[src/rtl/tickTimerPkg.sv]
package tickTimerPkg;

  typedef enum logic [1:0] {
    MODE_OFF     = 2'b00,
    MODE_RESTART = 2'b01,
    MODE_ONESHOT = 2'b10,
    MODE_FREE    = 2'b11
  } tmode_e;

  // strobes from control to the counter datapath
  typedef struct packed {
    logic load;
    logic clear;
    logic inc;
  } cntStrobe_t;

  localparam logic SEL_MODE  = 1'b0;
  localparam logic SEL_COUNT = 1'b1;

endpackage

[src/rtl/ttCount.sv]
module ttCount
  import tickTimerPkg::*;
#(
  parameter int REG_W = 32,
  parameter int PER_W = 28
) (
  input  logic             clk,
  input  logic             rstN,
  input  cntStrobe_t       strobe,
  input  logic [REG_W-1:0] loadVal,
  input  logic [PER_W-1:0] period,
  output logic [REG_W-1:0] countOut,
  output logic             cmpEq
);

  logic [REG_W-1:0] cntQ;

  // load beats clear beats increment
  always_ff @(posedge clk) begin
    if (!rstN) begin
      cntQ <= '0;
    end else if (strobe.load) begin
      cntQ <= loadVal;
    end else if (strobe.clear) begin
      cntQ <= '0;
    end else if (strobe.inc) begin
      cntQ <= cntQ + REG_W'(1);
    end
  end

  assign cmpEq    = (cntQ[PER_W-1:0] == period);
  assign countOut = cntQ;

endmodule

[src/rtl/ttCtrl.sv]
module ttCtrl
  import tickTimerPkg::*;
#(
  parameter int REG_W = 32
) (
  input  logic             clk,
  input  logic             rstN,
  input  logic             wrEn,
  input  logic             wrSel,
  input  logic [REG_W-1:0] wrData,
  input  logic             cmpEq,
  output cntStrobe_t       strobe,
  output logic [REG_W-1:0] modeWord,
  output logic [REG_W-5:0] periodOut,
  output logic             irq
);

  localparam int MODE_LSB = REG_W - 2;
  localparam int IE_POS   = REG_W - 3;
  localparam int IP_POS   = REG_W - 4;
  localparam int PER_W    = REG_W - 4;

  tmode_e           modeQ;
  logic             ieQ;
  logic             ipQ;
  logic             runQ;
  logic [PER_W-1:0] perQ;

  logic   wrMode;
  logic   wrCnt;
  logic   hit;
  tmode_e modeNew;

  assign wrMode  = wrEn && (wrSel == SEL_MODE);
  assign wrCnt   = wrEn && (wrSel == SEL_COUNT);
  assign modeNew = tmode_e'(wrData[REG_W-1:MODE_LSB]);
  // a write cycle never takes a match; the new settings are compared next cycle
  assign hit     = runQ && cmpEq && !wrEn;

  always_ff @(posedge clk) begin
    if (!rstN) begin
      modeQ <= MODE_OFF;
      ieQ   <= 1'b0;
      ipQ   <= 1'b0;
      runQ  <= 1'b0;
      perQ  <= '0;
    end else if (wrMode) begin
      modeQ <= modeNew;
      ieQ   <= wrData[IE_POS];
      perQ  <= wrData[PER_W-1:0];
      ipQ   <= wrData[IP_POS] ? ipQ : 1'b0;
      if (modeNew != modeQ) begin
        runQ <= (modeNew != MODE_OFF);
      end
    end else if (hit) begin
      ipQ <= 1'b1;
      if (modeQ == MODE_ONESHOT) begin
        runQ <= 1'b0;
      end
    end
  end

  always_comb begin
    strobe       = '0;
    strobe.load  = wrCnt;
    strobe.clear = hit && (modeQ == MODE_RESTART);
    strobe.inc   = runQ && !wrEn && !(hit && (modeQ != MODE_FREE));
  end

  assign modeWord  = {modeQ, ieQ, ipQ, perQ};
  assign periodOut = perQ;
  assign irq       = ipQ && ieQ;

endmodule

[src/rtl/tickTimer.sv]
module tickTimer
  import tickTimerPkg::*;
#(
  parameter int REG_W = 32
) (
  input  logic             clk,
  input  logic             rstN,
  input  logic             wrEn,
  input  logic             wrSel,
  input  logic [REG_W-1:0] wrData,
  input  logic             rdSel,
  output logic [REG_W-1:0] rdData,
  output logic             timerIrq
);

  localparam int PER_W = REG_W - 4;

  cntStrobe_t       strobe;
  logic             cmpEq;
  logic [REG_W-1:0] cntVal;
  logic [REG_W-1:0] modeWord;
  logic [PER_W-1:0] period;

  ttCtrl #(.REG_W(REG_W)) uCtrl (
    .clk      (clk),
    .rstN     (rstN),
    .wrEn     (wrEn),
    .wrSel    (wrSel),
    .wrData   (wrData),
    .cmpEq    (cmpEq),
    .strobe   (strobe),
    .modeWord (modeWord),
    .periodOut(period),
    .irq      (timerIrq)
  );

  ttCount #(.REG_W(REG_W), .PER_W(PER_W)) uCount (
    .clk     (clk),
    .rstN    (rstN),
    .strobe  (strobe),
    .loadVal (wrData),
    .period  (period),
    .countOut(cntVal),
    .cmpEq   (cmpEq)
  );

  assign rdData = (rdSel == SEL_COUNT) ? cntVal : modeWord;

endmodule

[config.mk]
export PLATFORM = sky130hd
export DESIGN_NAME = tickTimer
export DESIGN_NICKNAME = d
export VERILOG_FILES = /design/src/rtl/tickTimerPkg.sv /design/src/rtl/ttCount.sv /design/src/rtl/ttCtrl.sv /design/src/rtl/tickTimer.sv
export SDC_FILE = /design/constraint.sdc
export NUM_CORES = 1
export LEC_CHECK = 0
export BUFFER_PORTS_ARGS = -buffer_cell sky130_fd_sc_hd__clkbuf_2
export CAP_MARGIN = 20
export CORE_MARGIN = 2
export CORE_UTILIZATION = 61
export DETAILED_ROUTE_END_ITERATION = 6
export HOLD_SLACK_MARGIN = 0.12
export MAX_ROUTING_LAYER = met4
export PLACE_DENSITY = 0.85
export SETUP_SLACK_MARGIN = 0.2
export SYNTH_ARGS = -nofsm -noshare
export SYNTH_HDL_FRONTEND = slang
export SYNTH_HIERARCHICAL = 1
export SYNTH_SLANG_ARGS = --single-unit
[constraint.sdc]
create_clock -name clk -period 3.4 [get_ports clk]
set_input_delay 0.51 -clock clk [delete_from_list [all_inputs] [get_ports clk]]
set_output_delay 0.51 -clock clk [all_outputs]
set_load 0.005 [all_outputs]
## Word-level counts from Yosys, hierarchy flattened

Cells that the tools add are included.

| cells by class | value |
|---|---|
| add/subtract/negate cells | 1 |
| mux-type cells | 11 |
| equal/unequal tests | 7 |
| reductions and logical operators | 17 |
| bitwise gates (word level) | 1 |

Operator list:

| kind | number |
|---|---|
| 2-to-1 mux 32 bit | 4 |
| adder 32 x 1 -> 32 bit (second input constant) | 1 |
| == test 28 bit | 1 |
| logical AND 1 bit | 9 |
| 2-to-1 mux 1 bit | 7 |
| != test 2 bit (second input constant) | 3 |
| nonzero test 2 bit | 3 |
| AND reduction 3 bit | 1 |
| nonzero test 3 bit | 1 |
| == test 2 x 1 -> 1 bit (second input constant) | 1 |
| == test 2 bit (second input constant) | 1 |
| logical NOT 1 bit | 2 |
| != test 2 bit | 1 |
| AND reduction 2 bit | 1 |
| inverter 1 bit | 1 |

| word-level totals | value |
|---|---|
| input bits | 37 |
| flip-flop bits (word level) | 65 |
| output and inout port bits | 33 |
| word-level logic and storage cells | 43 |

## Logic depth before layout (Yosys ltp)

| logic depth | value |
|---|---|
| depth after elaboration | 9 |
| mapped depth | 12 |
| mapped depth without buffers | 11 |

## Hierarchy

Netlist, hierarchy kept.

Modules (own cells, without submodules):

| module | area each (sq um) | cells an instance | times used |
|---|---|---|---|
| ttCount | 2,188.3 | 278 | 1 |
| ttCtrl | 1,557.7 | 189 | 1 |
| tickTimer | 544.3 | 36 | 1 |

## Worst setup path after synthesis

Ideal clock, no wire load.

| timing path | value |
|---|---|
| path kind | register to register |
| start | reg uCount.cntQ[14] (netlist: uCount/countOut[14]) |
| end | reg uCount.cntQ[29] (netlist: uCount/countOut[29]) |
| library setup time | 0.062 ns |
| slack | 1.080 ns |
| stages on the path, launching flop included | 13 |
| data arrival time | 2.258 ns |
| period minus slack after synthesis | 2.320 ns |
| cells stage by stage | dfxtp_1 clkbuf_1 xor2_1 nor4_1 nand4_1 nor4_1 a21oi_1 buf_6 nand3_1 nor4_2 nand4_1 or4_1 nand3_1 |

RTL lines:

| element | RTL line | source |
|---|---|---|
| start, declared | ttCount.sv:16 | `logic [REG_W-1:0] cntQ;` |
| start signal, assigned | ttCount.sv:23 | `cntQ <= loadVal;` |
| start signal, assigned | ttCount.sv:27 | `cntQ <= cntQ + REG_W'(1);` |

==> metrics.md <==
| Metric | Value |
|---|---|
| First-pass GRT wire length | 17.8 mm |
| CTS root buffer | clkbuf_8 |
| Post-synth EDFFs | 0 |
| IO buf count | 69 |
| Area growth syn-to-layout | 7.32% |
| Number of library cell types mapped by synthesis | 55 |
| Setup WS pre-CTS | 0.489 ns |
| Max Fanout on Critical Path | 20 |
| Critical Path Start Type | flop |
| Gate Count Post-Synth | 503 |
| Final hold vios | 0 |
| Most frequent cell on the critical path | nor4_1 |
| Via Count | 3756 |
| WP buf/inv | 2 |
| Number of vias per cell | 5.93 |
| Initial core utilization | 63.1% |
| Layout net count | 570 |
| RSZ-0062 raised after global routing | true |
| Pwr per Cell Area | 383 mW/mm^2 |
| Antenna cells | 0 |
| Worst setup margin | 0.535 ns |
| Commonest non-fill, non-tap cell in the layout | nand2_1 |
| Antenna violations before repair | 0 |
| Most frequent cells in the layout | 101 x nand2_1, 69 x clkbuf_2, 65 x dfxtp_1 |
| Die Width | 87.9 um |
| Remaining antenna violation count | 0 |
| Area of the core | 0.00679 mm^2 |
| Status | complete, no violations |
| Clk slew on worst S/H paths | 0.07 ns |
| Setup Skew | 0.0102 ns |
| Worst min path class | in2reg |
| Routed WL | 10.9 mm |
| Crit-path max cell delay | ~0.47 ns |
| DRC violations left | 0 |
| Critical Path Slowest Stage Cell | dfxtp_1 |
| Worst-margin pin slew | about 1.0 ns |
| Postcts setup bufs | 0 |
| DR WL/cell | 17.2 um |
| Vias in the first global route | about 3600 |
| Syn avg cell area | 8.53 um^2 |
| Final HPWL DP | around 8 mm |
| R2R cell count | 11 |
| Final core occ | ~68% |
| Fin crit share | 84.3% |
| Slew Viols, Final | 0 |
| F_max | 349 MHz |
| Crit end category | flop |
| Most used flip-flop cell after synthesis | dfxtp_1 |
| Maxcap violations | 0 |
| Endpoints failing setup | 0 |
| Gr ovfl total | 0 |
| Top Ports | 70 |
| Yosys warns | 6 |
| # fillers | approximately 560 |
| Worst setup path category | reg2reg |
| Worst-Skew Late Latency | 0.35 ns |
| TritonCTS clock tree | built |
| Static Leak | 1.93 nW |
| Die height | ~88 um |
| Ratio of cells with drive above 1 in the final layout | roughly 26% |
| Drt first pass iters | 5 |
| Netlist Area Pre-Place | 0.00429 mm^2 |
| Final Wtd Congestion | 0.977 |
| Critical Path RT | between 3 and 4 ns |
| Largest net degree at the start of global routing | 51 |
| Register area share after synthesis | 30.3% |
| Seq cells post-synth | 65 |
| CP arrival | 3.08 ns |
| Crit path max-delay family | simple AND/OR/NAND/NOR gates |
| Peak supply drop | about 0.00025 V |
| Placed insts | 617 |
| Fin cells | 633 |
| Deepest clock path buffer count | 2 |
| Tot GR Track Use | 30.5% |
| Slew headroom | between 30% and 40% |
| Htree depth | 3 |
| Fin crit period | roughly 2.9 ns |
| 1st-iter DRT viols | 490 |
| Full die area | between 0.007 and 0.008 mm^2 |
| CP Cell Sequence | xor2_1 -> nor4_1 -> nand4_1 -> nor4_1 -> inv_1 -> nor3_1 -> nor2_1 -> nand2_1 -> buf_4 -> a41o_1 -> o21ai_0 |
| Cts bufs inserted | 9 |
| Syn nets | 541 |
| # clock sinks | 65 |
| FP Rows | 30 |
| Setup TNS | 0 ns |
| Worst hold stages | 3 |
| CTS Hold Bufs | 0 |
| FFs w/ async S/R, synth | 0% |
| Cell count along the critical path | 11 |
[worst paths after layout]
check	start	end	slack (ns)
hold reg to reg	uCtrl/periodOut[9]	uCtrl/periodOut[9]	0.48
setup reg to reg	uCount/countOut[8]	uCount/countOut[19]	0.53
hold / removal	wrData[27]	uCount/countOut[27]	0.38
setup / recovery	uCount/countOut[8]	uCount/countOut[19]	0.53
[sequential cells by signal (all words and copies together) (netlist names)]
name             count
uCount/countOut     32
uCtrl/periodOut     28
uCtrl/modeQ          2
uCtrl/ieQ            1
uCtrl/ipQ            1
uCtrl/runQ           1
[area by class of cell]
type                            instances  area [um^2]  area share, %
Clock inverter                          2         37.5          0.815
Inverter                                4         15.0          0.326
Timing Repair Buffer                   80          440           9.57
Sequential cell                        65         1300           28.3
Tap cell                               96          120           2.61
Clock buffer                           14          153           3.32
Multi-Input combinational cell        372         2540           55.1
[layer usage]
layer | global-route usage, % | vias up | wire length [um]
met5 | - | - | 0
met4 | 9.09 | 0 | 196
met3 | 5.94 | 19 | 758
met2 | 48.5 | 183 | 5220
met1 | 39.3 | 1765 | 4700
li1 | - | 1789 | -
[tightest hold or removal path, cell delays in order]
cell and delay [ns]:
clkbuf_2 0.09, nand2_1 0.04, o21ai_0 0.05
[cells by family (layout without fill, tap and decap cells)]
logic type / after synthesis / count (layout) / synth area share [%]
buffers and inverters: 66 / 100 / 10.7
AOI/OAI and AO/OA: 96 / 96 / 15.1
adders and majority gates: 1 / 1 / 0.292
muxes: 34 / 34 / 11.5
xor gates and xnor gates: 48 / 48 / 9.80
and+or+nand+nor: 193 / 193 / 22.3
DFF: 65 / 65 / 30.3
[cells in the mapped netlist, types with 2 or more instances]
cell / n / area [um^2]
a21boi_1: 30 / 225
nor3_1: 4 / 20.0
a21oi_1: 12 / 60.1
mux2_2: 2 / 22.5
dfxtp_1: 65 / 1300
mux2_4: 30 / 450
nand4_1: 18 / 113
xor2_1: 30 / 263
buf_2: 9 / 45.0
inv_1: 4 / 15.0
buf_4: 32 / 240
o2111ai_1: 3 / 26.3
clkbuf_1: 13 / 48.8
and3_1: 2 / 12.5
and4_1: 2 / 17.5
and2_1: 3 / 18.8
o21ai_0: 28 / 140
a211oi_1: 2 / 15.0
xnor2_1: 18 / 158
and3_2: 2 / 15.0
a32oi_1: 2 / 17.5
nor2b_1: 3 / 18.8
nor3b_1: 3 / 22.5
nand3_1: 19 / 95.1
a22o_1: 3 / 26.3
mux2i_1: 2 / 20.0
nor4_1: 10 / 62.6
nor2_1: 14 / 52.6
buf_12: 3 / 60.1
o211a_1: 2 / 20.0
a22oi_1: 5 / 37.5
nand2b_1: 2 / 12.5
buf_6: 4 / 45.0
nand2_1: 101 / 379
[power by group]
part           total [W]  internal, W  switching [W]  leakage, nW
Sequential      0.000841     0.000795      0.0000456        0.531
Combinational   0.000265     0.000127       0.000138         1.31
Clock           0.000658     0.000361       0.000298       0.0909
[timing repair]
action	in CTS	in global routing
gates resized for setup	0	1
setup endpoints to repair	0	5
hold endpoints to repair	0	0
[through the flow]
stage | hold slack [ns] | power (W) | area, um^2
2_1_floorplan | 0.444 | 0.00105 | 4290
3_3_place_gp | 0.454 | 0.00111 | 4410
3_5_place_dp | 0.474 | 0.00112 | 4410
4_1_cts | 0.374 | 0.00176 | 4600
5_1_grt | 0.377 | 0.00183 | 4600
6_report | 0.381 | 0.00176 | 4600
Power figures use the tool's default switching activity.
